===== config.mk =====
export PLATFORM = sky130hd
export DESIGN_NAME = ms_modulator
export DESIGN_NICKNAME = d
export VERILOG_FILES = /design/src/rtl/msdm_pkg.sv /design/src/rtl/msdm_lfsr.sv /design/src/rtl/msdm_dither.sv /design/src/rtl/msdm_quant.sv /design/src/rtl/msdm_loop.sv /design/src/rtl/ms_modulator.sv
export SDC_FILE = /design/constraint.sdc
export NUM_CORES = 1
export LEC_CHECK = 0
export BUFFER_PORTS_ARGS = -buffer_cell sky130_fd_sc_hd__buf_2
export CAP_MARGIN = 10
export CORE_UTILIZATION = 60
export DETAILED_ROUTE_END_ITERATION = 16
export PLACE_DENSITY = 0.78
export SYNTH_ARGS = -nofsm -noshare
export SYNTH_HDL_FRONTEND = slang
export SYNTH_SLANG_ARGS = --single-unit

===== constraint.sdc =====
create_clock -name clk -period 16.88 [get_ports clk]
set_clock_uncertainty 0.05 [all_clocks]
set_input_delay 0.844 -clock clk [delete_from_list [all_inputs] [get_ports clk]]
set_output_delay 0.844 -clock clk [all_outputs]
set_load 0.02 [all_outputs]

===== src/rtl/msdm_pkg.sv =====
// Package: shared types and constants of the multilevel modulator.
// Assumes a 17-level signed code carried in a 5-bit two's-complement field.
package msdm_pkg;
    localparam int CODE_W   = 5;
    localparam int CODE_LIM = 8;
    typedef logic signed [CODE_W-1:0] code_t;
endpackage


===== src/rtl/msdm_lfsr.sv =====
// Module: Fibonacci shift register used as a uniform noise source.
// Shifts left on step_i, inserting the XOR of the masked state bits at bit 0.
// Assumes a nonzero seed; exposes only the low OW bits.
module msdm_lfsr #(
    parameter int          W    = 16,
    parameter int          OW   = 12,
    parameter logic [W-1:0] MASK = 16'hB400,
    parameter logic [W-1:0] SEED = 16'hACE1
) (
    input  logic          clk,
    input  logic          rst_n,
    input  logic          step_i,
    output logic [OW-1:0] low_o
);
    logic [W-1:0] st_q;

    // State register: reseed on reset, advance once per step.
    always_ff @(posedge clk) begin
        if (!rst_n) begin
            st_q <= SEED;
        end else if (step_i) begin
            st_q <= {st_q[W-2:0], ^(st_q & MASK)};
        end
    end

    assign low_o = st_q[OW-1:0];
endmodule


===== src/rtl/msdm_dither.sv =====
// Module: triangular-PDF dither from two independent uniform sources.
// Each source gives a signed DBW-bit value; their sum spans about +/- one
// quantizer step. Output is forced to zero when enable_i is low, while the
// sources still step so the sequence position does not depend on enable_i.
module msdm_dither #(
    parameter int          W      = 16,
    parameter int          DBW    = 12,
    parameter logic [W-1:0] MASK_A = 16'hB400,
    parameter logic [W-1:0] SEED_A = 16'hACE1,
    parameter logic [W-1:0] MASK_B = 16'hD008,
    parameter logic [W-1:0] SEED_B = 16'h1D2B
) (
    input  logic                  clk,
    input  logic                  rst_n,
    input  logic                  step_i,
    input  logic                  enable_i,
    output logic signed [DBW:0]   dither_o
);
    localparam int NSRC = 2;

    logic [DBW-1:0] low_w [NSRC];

    // One shift-register source per generate slot, each with its own mask and seed.
    for (genvar g = 0; g < NSRC; g++) begin : g_src
        localparam logic [W-1:0] M = (g == 0) ? MASK_A : MASK_B;
        localparam logic [W-1:0] S = (g == 0) ? SEED_A : SEED_B;
        msdm_lfsr #(.W(W), .OW(DBW), .MASK(M), .SEED(S)) u_lfsr (
            .clk    (clk),
            .rst_n  (rst_n),
            .step_i (step_i),
            .low_o  (low_w[g])
        );
    end

    logic signed [DBW:0] sum_w;

    // Sum of two sign-extended uniform values, gated by the enable.
    always_comb begin
        sum_w    = $signed({low_w[0][DBW-1], low_w[0]}) + $signed({low_w[1][DBW-1], low_w[1]});
        dither_o = enable_i ? sum_w : '0;
    end
endmodule


===== src/rtl/msdm_quant.sv =====
// Module: 17-level rounding quantizer.
// Rounds s_i to the nearest multiple of 2^SH (ties upward) and clamps the
// resulting level to +/- CODE_LIM. Purely combinational.
module msdm_quant
    import msdm_pkg::*;
#(
    parameter int SW = 22,
    parameter int SH = 12
) (
    input  logic signed [SW-1:0] s_i,
    output code_t                code_o
);
    localparam logic signed [SW:0] HALF_S = (SW+1)'(1 << (SH - 1));
    localparam logic signed [SW:0] QMAX_S = (SW+1)'(CODE_LIM);
    localparam logic signed [SW:0] QMIN_S = -QMAX_S;

    logic signed [SW:0] ext_w;
    logic signed [SW:0] lvl_w;

    // Round to nearest level, then clamp to the code range.
    always_comb begin
        ext_w = $signed({s_i[SW-1], s_i}) + HALF_S;
        lvl_w = ext_w >>> SH;
        if (lvl_w > QMAX_S) begin
            code_o = code_t'(CODE_LIM);
        end else if (lvl_w < QMIN_S) begin
            code_o = code_t'(-CODE_LIM);
        end else begin
            code_o = lvl_w[CODE_W-1:0];
        end
    end
endmodule


===== src/rtl/msdm_loop.sv =====
// Module: second-order loop with saturating integrators and registered code.
// On each enable: code = Q(i2 + dither); i1 += x - V; i2 += i1(new) - V,
// with V = code * 2^SH. Integrators clamp at +/- ILIM.
// Assumes IW >= CODE_W + SH + 1 and IW > DW.
module msdm_loop
    import msdm_pkg::*;
#(
    parameter int DW   = 16,
    parameter int IW   = 21,
    parameter int SH   = 12,
    parameter int ILIM = 524287
) (
    input  logic                 clk,
    input  logic                 rst_n,
    input  logic                 en_i,
    input  logic signed [DW-1:0] x_i,
    input  logic signed [SH:0]   dither_i,
    output code_t                code_o,
    output logic                 valid_o,
    output logic signed [IW-1:0] i1_o,
    output logic signed [IW-1:0] i2_o
);
    localparam int XW = IW + 2;
    localparam int SW = IW + 1;
    localparam int FPAD = IW - CODE_W - SH;
    localparam logic signed [XW-1:0] LIM_P = XW'(ILIM);
    localparam logic signed [XW-1:0] LIM_N = -LIM_P;

    logic signed [IW-1:0] i1_q, i2_q;
    logic signed [SW-1:0] s_w;
    code_t                q_w;
    logic signed [IW-1:0] fb_w;
    logic signed [XW-1:0] a1_w, a2_w;
    logic signed [IW-1:0] i1_n, i2_n;

    // Clamp a wide sum to the integrator limits.
    function automatic logic signed [IW-1:0] sat_f(input logic signed [XW-1:0] v);
        if (v > LIM_P) begin
            return LIM_P[IW-1:0];
        end else if (v < LIM_N) begin
            return LIM_N[IW-1:0];
        end
        return v[IW-1:0];
    endfunction

    // Quantizer input: second integrator plus dither.
    assign s_w = $signed({i2_q[IW-1], i2_q}) + $signed({{(SW-SH-1){dither_i[SH]}}, dither_i});

    msdm_quant #(.SW(SW), .SH(SH)) u_quant (
        .s_i    (s_w),
        .code_o (q_w)
    );

    // Feedback value and next integrator states.
    always_comb begin
        fb_w = $signed({{FPAD{q_w[CODE_W-1]}}, q_w, {SH{1'b0}}});
        a1_w = $signed({{2{i1_q[IW-1]}}, i1_q}) + $signed({{(XW-DW){x_i[DW-1]}}, x_i})
             - $signed({{2{fb_w[IW-1]}}, fb_w});
        i1_n = sat_f(a1_w);
        a2_w = $signed({{2{i2_q[IW-1]}}, i2_q}) + $signed({{2{i1_n[IW-1]}}, i1_n})
             - $signed({{2{fb_w[IW-1]}}, fb_w});
        i2_n = sat_f(a2_w);
    end

    // Loop state and output registers, updated only on enable.
    always_ff @(posedge clk) begin
        if (!rst_n) begin
            i1_q    <= '0;
            i2_q    <= '0;
            code_o  <= '0;
            valid_o <= 1'b0;
        end else begin
            valid_o <= en_i;
            if (en_i) begin
                i1_q   <= i1_n;
                i2_q   <= i2_n;
                code_o <= q_w;
            end
        end
    end

    assign i1_o = i1_q;
    assign i2_o = i2_q;
endmodule


===== src/rtl/ms_modulator.sv =====
// Module: top of the dithered 17-level second-order modulator.
// Expects en_i at the oversampled rate (128x the audio frame rate); one
// sample in and one code out per enable. Dither step size is one quantizer
// step, i.e. 2^(DW-4) input units.
module ms_modulator
    import msdm_pkg::*;
#(
    parameter int DW = 16,
    parameter int IW = 21
) (
    input  logic          clk,
    input  logic          rst_n,
    input  logic          en_i,
    input  logic          dith_en_i,
    input  logic [DW-1:0] sample_i,
    output logic [4:0]    code_o,
    output logic          valid_o
);
    localparam int SH   = DW - 4;
    localparam int DBW  = SH;
    localparam int ILIM = (1 << (IW - 2)) - 1;

    logic signed [DBW:0]  dith_w;
    logic signed [IW-1:0] i1_w, i2_w;
    code_t                code_w;

    msdm_dither #(.W(16), .DBW(DBW)) u_dither (
        .clk      (clk),
        .rst_n    (rst_n),
        .step_i   (en_i),
        .enable_i (dith_en_i),
        .dither_o (dith_w)
    );

    msdm_loop #(.DW(DW), .IW(IW), .SH(SH), .ILIM(ILIM)) u_loop (
        .clk      (clk),
        .rst_n    (rst_n),
        .en_i     (en_i),
        .x_i      ($signed(sample_i)),
        .dither_i (dith_w),
        .code_o   (code_w),
        .valid_o  (valid_o),
        .i1_o     (i1_w),
        .i2_o     (i2_w)
    );

    assign code_o = code_w;
endmodule


Yosys cells after proc, flatten, opt, wreduce, memory -nomap -nowiden:

Cells that the tools add are included.

* bits in registers: 80
* latch bits: 0
* RAM bits: 0
* bits in read-only memories: 0
* bits of input ports: 20
* output and inout port bits: 6
* word-level logic and storage cells: 34
* memories: 0

* $add $sub $neg: 7
* multipliers: 0
* divide/modulo/power cells: 0
* order comparisons: 6
* equal/unequal tests: 0
* shift operators: 0
* muxes and demuxes: 13
* bitwise logic cells: 0
* reduce and logical (&&, ||, !) cells: 2

Operators with widths (number)
* $mux W21: 6
* $gt A23 B20 Y1 const B: 2
* $lt A23 B20 Y1 const B: 2
* $sub A22 B17 Y23: 2
* $reduce_xor A16 Y1: 2
* $add A22 B13 Y23 const B: 1
* $add A21 B13 Y22: 1
* $add A21 B16 Y22: 1
* $add A21 B21 Y22: 1
* $add A12 B12 Y13: 1
* $mux W13: 1
* $gt A11 B5 Y1 const B: 1
* $lt A11 B4 Y1 const B: 1
* $mux W5: 2
* $mux W1: 4

Logic depth before layout (Yosys ltp):

* word-level depth: 18
* gate-level depth with buffers: 52
* depth with buffers taken out: 47

By module:

From an unflattened synthesis, not the netlist that was laid out.

* cells, all modules: 1199
* area total of the unflattened synthesis: 9267.6 µm²

Modules (own cells, without submodules)
* msdm_loop: times used 1, cells each 939, area an instance 6875.3 µm², seq. area each 960.9 µm²
* msdm_lfsr: times used 2, cells each 66, area an instance 720.7 µm², seq. area each 320.3 µm²
* msdm_dither: times used 1, cells each 83, area an instance 606.8 µm², seq. area each 0.0 µm²
* msdm_quant: times used 1, cells each 45, area an instance 344.1 µm², seq. area each 0.0 µm²

Worst setup path after synthesis:

No wires, ideal clock.

* path type: register -> register
* start: reg u_dither.g_src[1].u_lfsr.st_q[0]
* end: reg u_loop.i2_q[15] (netlist: u_loop.i2_o[15])
* setup time: 0.128 ns
* arrival: 10.804 ns
* required time: 16.702 ns
* path slack: 5.898 ns
* stages on the path, launching flop included: 50
* path buffers: 5
* period minus slack after synthesis: 10.982 ns
* cell sequence: dfxtp_1 ha_1 inv_1 fa_1 nor2b_1 o21ai_0 a21boi_0 o21ai_0 a21boi_0 o21ai_0 a21oi_1 o21ai_0 a32o_1 ha_1 ha_1 clkbuf_1 nor3_1 nor2_1 [... 14 more ...] a211o_1 a21oi_4 nand2_2 o21a_1 buf_6 a21oi_1 fa_1 ha_1 clkbuf_1 and3_1 nand3_1 a211o_1 o21ba_2 xnor2_1 o31a_1 buf_2 a221oi_1 nor2_1

* cells in the longest elaborated chain, start to end: 18
* elaborated cells on any way between the ends: 23
* those cells by class: add/sub: 6; order compare: 6; mux: 11

RTL lines
* start: declaration: RTL line msdm_lfsr.sv:15 `logic [W-1:0] st_q;`
* start signal: assignment: RTL line msdm_lfsr.sv:22 `st_q <= {st_q[W-2:0], ^(st_q & MASK)};`
* $add A12 B12 Y13 (*): RTL line msdm_dither.sv:39 `sum_w = $signed({low_w[0][DBW-1], low_w[0]}) + $signed({low_w[1][DBW-1], low_w[1]});`
* $mux W13 (*): RTL line msdm_dither.sv:40 `dither_o = enable_i ? sum_w : '0;`
* $add A21 B13 Y22 (*): RTL line msdm_loop.sv:47 `assign s_w = $signed({i2_q[IW-1], i2_q}) + $signed({{(SW-SH-1){dither_i[SH]}}, dither_i});`
* $add A22 B13 Y23 (*): RTL line msdm_quant.sv:22 `ext_w = $signed({s_i[SW-1], s_i}) + HALF_S;`
* $lt A11 B4 Y1: RTL line msdm_quant.sv:26 `end else if (lvl_w < QMIN_S) begin`
* $mux W5: RTL line msdm_quant.sv:26
* $mux W5 (*): RTL line msdm_quant.sv:24 `if (lvl_w > QMAX_S) begin`
* net u_loop.q_w[0]: RTL line msdm_loop.sv:31 `code_t q_w;`
* [... 4 more ...]
* $mux W21 (*): RTL line msdm_loop.sv:43 `return v[IW-1:0];`
* net u_loop.i1_n[15]: RTL line msdm_loop.sv:34 `logic signed [IW-1:0] i1_n, i2_n;`
* $add A21 B21 Y22 (*): RTL line msdm_loop.sv:60 `a2_w = $signed({{2{i2_q[IW-1]}}, i2_q}) + $signed({{2{i1_n[IW-1]}}, i1_n})`
* $sub A22 B17 Y23 (*): RTL line msdm_loop.sv:61 `- $signed({{2{fb_w[IW-1]}}, fb_w});`
* $lt A23 B20 Y1: RTL line msdm_loop.sv:40 `end else if (v < LIM_N) begin`
* $mux W1: RTL line msdm_loop.sv:40
* $mux W1: RTL line msdm_loop.sv:38 `if (v > LIM_P) begin`
* $mux W21 (*): RTL line msdm_loop.sv:43
* end signal: assignment: RTL line msdm_loop.sv:76 `i2_q <= i2_n;`
* end: declaration: RTL line msdm_loop.sv:29 `logic signed [IW-1:0] i1_q, i2_q;`

The timed path passes the listed nets; every way through them passes the cells marked *.
A chain may end at the register's enable or synchronous reset.

Worst setup path after layout:

* start: reg u_dither.g_src[0].u_lfsr.st_q[0]
* end: reg u_loop.i2_q[10] (netlist: u_loop.i2_o[10])

* cells in the longest elaborated chain, start to end: 18
* elaborated cells on any way between the ends: 23
* those cells by class: add/sub: 6; order compare: 6; mux: 11

RTL lines (RTL line)
* start: declaration: msdm_lfsr.sv:15
* start signal: assignment: msdm_lfsr.sv:22
* $add A12 B12 Y13 (*): msdm_dither.sv:39
* $mux W13 (*): msdm_dither.sv:40
* $add A21 B13 Y22 (*): msdm_loop.sv:47
* $add A22 B13 Y23 (*): msdm_quant.sv:22
* $lt A11 B4 Y1: msdm_quant.sv:26
* $mux W5: msdm_quant.sv:26
* $mux W5 (*): msdm_quant.sv:24
* net u_loop.q_w[0]: msdm_loop.sv:31
* [... 3 more ...]
* $mux W1: msdm_loop.sv:38
* $mux W21: msdm_loop.sv:43
* $add A21 B21 Y22: msdm_loop.sv:60
* $sub A22 B17 Y23 (*): msdm_loop.sv:61
* $lt A23 B20 Y1: msdm_loop.sv:40
* $mux W1: msdm_loop.sv:40
* $mux W1: msdm_loop.sv:38
* $mux W21 (*): msdm_loop.sv:43

Marks and branches as above.

==> qor.yml <==
outcome: "finished clean"
rsz0062_at_grt: "false"
antenna_found_initial: 0
synth_top_area_share_pct: 18.6
worstSetupPathType: "reg2reg"
finalSetupViolCount: 0
cts_resized: 0
cts_tree: "yes"
ios: 26
overflow: 0
syn-instance-count: 1110
dp_cells: 1279
cp_common_cell: "o21ai_0"
crit_slowest_cell: "o21ai_0"
die_h_um: 122
hold_buffers: 0
end_kind: "flop"
antenna_left: 0
worst-endpoint-arrival_ns: 13.17
synth.yosys.seq_area_share_pct: 18.6
syn_area_um2: 8600
first_pass_iters: 5
area_growth_pct: 5.95
n_antenna_cell: 0
dieArea_um2: 14800
drt-initial-drc-count: 454
fillers: 1251
synth_area_leaders: "dfxtp_1 19%, ha_1 17%, inv_1 6.6%"
slew_viol_final: 0
syn_avg_cell_area_um2: 7.75
cts_sinks: 80
finalSetupTns_ns: 0
clockRootBuffer: "clkbuf_16"
fin_nets: 1267
cts-buffers-inserted: 9
clockBufferDepth: 2
fmax_mhz: 77.3
grtUsageTotal_pct: 30.2
grt_pass1_wl_mm: 35.5
vias: 7911
place.gp.congestion: 0.983
min_period_ns: 12.94
slowest_delay_ns: 0.89
fin_ws_ns: 3.94
clk_pin_slew_ns: 0.07
syn_nets: 1267
core_area_um2: 13900
max-cap-violations: 0
stdcell_count: 1295
synth-seq-cells: 80
ys_warn_count: 0
finalCritPeriodShare_pct: 76.7
synthArstFlopShare_pct: 0
seqCellArea_um2: 1600
synth_flop_cell: "dfxtp_1"
dp_hpwl_mm: 17.0
multiInputGateArea_um2: 6270
rows: 43
cts.htree.levels: 3
cp-start-kind: "flop"
portBuffers: 25
synth_edf_count: 0
postCtsSetupBuffers: 0
hold_viol: 0
wl_mm: 21.7
die_x_um: 122
dpl_worst_slack_ns: 4.17
synth.distinct_cells: 78
final_util_pct: 65.4
tightest_slew_ns: 1.10
hp-class: "reg2reg"
via_per_inst: 6.11
slew_headroom_pct: 25.7
start_util_pct: 61.7
yosysTopAreaCell: "dfxtp_1"
drc: 0
drive_gt1_share_pct: 6.10
grt_max_degree: 63
clk_latency_ns: 0.35
critPathMaxFanout: 17
required_ns: 17.11
grt_pass1_vias: 7612
wl_per_cell_um: 16.8
[critical path, delay by kind of cell, from the launching register on]
kind / cells / cell delay [ns]
AO/OA/AOI/OAI: 22 / 6.56
AND/OR/NAND/NOR: 13 / 2.95
adder cells (fa/ha/maj): 8 / 2.78
flip-flops: 1 / 0.36
buffers and inverters: 3 / 0.16
[cell usage in the layout, fill, tap and decap left out, types with 25 or more instances in the layout]
cell     instances
inv_1          151
xnor2_1         26
a21o_1          25
nand2_1         75
ha_1           118
nor2_1          71
dfxtp_1         80
o21ai_0         72
a21oi_1         88
buf_2           25
nor3_1          25
mux2i_1         30
[through the flow]
stage               hold slack [ns]  area, um^2
floorplan                     0.370        8600
global placement              0.400        8800
detailed placement            0.403        8800
CTS                           0.413        9110
global route                  0.427        9110
finish                        0.412        9110
[path summary, 6_finish.rpt]
path | start | to | slack, ns | depth (start not counted)
max | u_dither.g_src[0].u_lfsr.st_q[0] | u_loop.i2_o[10] | 3.94 | 46
min | u_loop.i1_o[3] | u_loop.i1_o[3] | 0.41 | 2
max reg2reg | u_dither.g_src[0].u_lfsr.st_q[0] | u_loop.i2_o[10] | 3.94 | 46
min reg2reg | u_loop.i1_o[3] | u_loop.i1_o[3] | 0.41 | 2
[synthesized netlist by cell type, types with 5 or more instances]
master,instances
a2111oi_0,6
a211o_1,6
a211oi_1,23
a21boi_0,5
a21o_1,25
a21oi_1,88
a31oi_1,16
a32o_1,6
and2_1,15
and3_1,7
and4_1,5
buf_2,6
clkbuf_1,28
dfxtp_1,80
fa_1,19
ha_1,118
inv_1,151
mux2i_1,30
nand2_1,75
nand2b_1,8
nand3_1,17
nand4_1,13
nor2_1,71
nor2b_1,8
nor3_1,25
o211ai_1,13
o21a_1,15
o21ai_0,72
o22ai_1,16
o31a_1,8
or3_1,10
xnor2_1,26
xor2_1,15
[area by class of cell]
class                   instances  share of cell area (%)
flip-flops and latches         80                    17.6
inverters                     152                    6.26
clock inverters                 6                   0.824
clock buffers                  10                    2.51
repair buffers                 27                    1.54
well taps                     180                    2.47
multi-input cells             840                    68.8
[state kept, by name, indices dropped and copies added, names as in the netlist]
signal	cells
u_loop.i1_o	21
u_loop.i2_o	21
u_loop.valid_o	1
u_loop.code_o	5
u_dither.g_src.u_lfsr.st_q	32
[layer usage]
layer	up-vias	global-route usage [%]	part of all wire (%)
li1	3991	-	-
met1	3614	36.3	43
met2	252	52.6	48
met3	54	3.84	5.6
met4	0	15.4	4.1
met5	-	0	0
[cells by family after synthesis]
logic type	after synthesis	share of synthesized area, %
AOI/OAI and AO/OA	349	27.0
and+or+nand+nor	278	16.0
buffers and inverters	190	8.47
adders and majority gates	137	21.6
DFF	80	18.6
xor gates and xnor gates	42	4.37
muxes	34	4.02
Power is left out: the tool's default activity adds up to more than one toggle a clock period on the data nets, which glitch-free logic cannot reach.
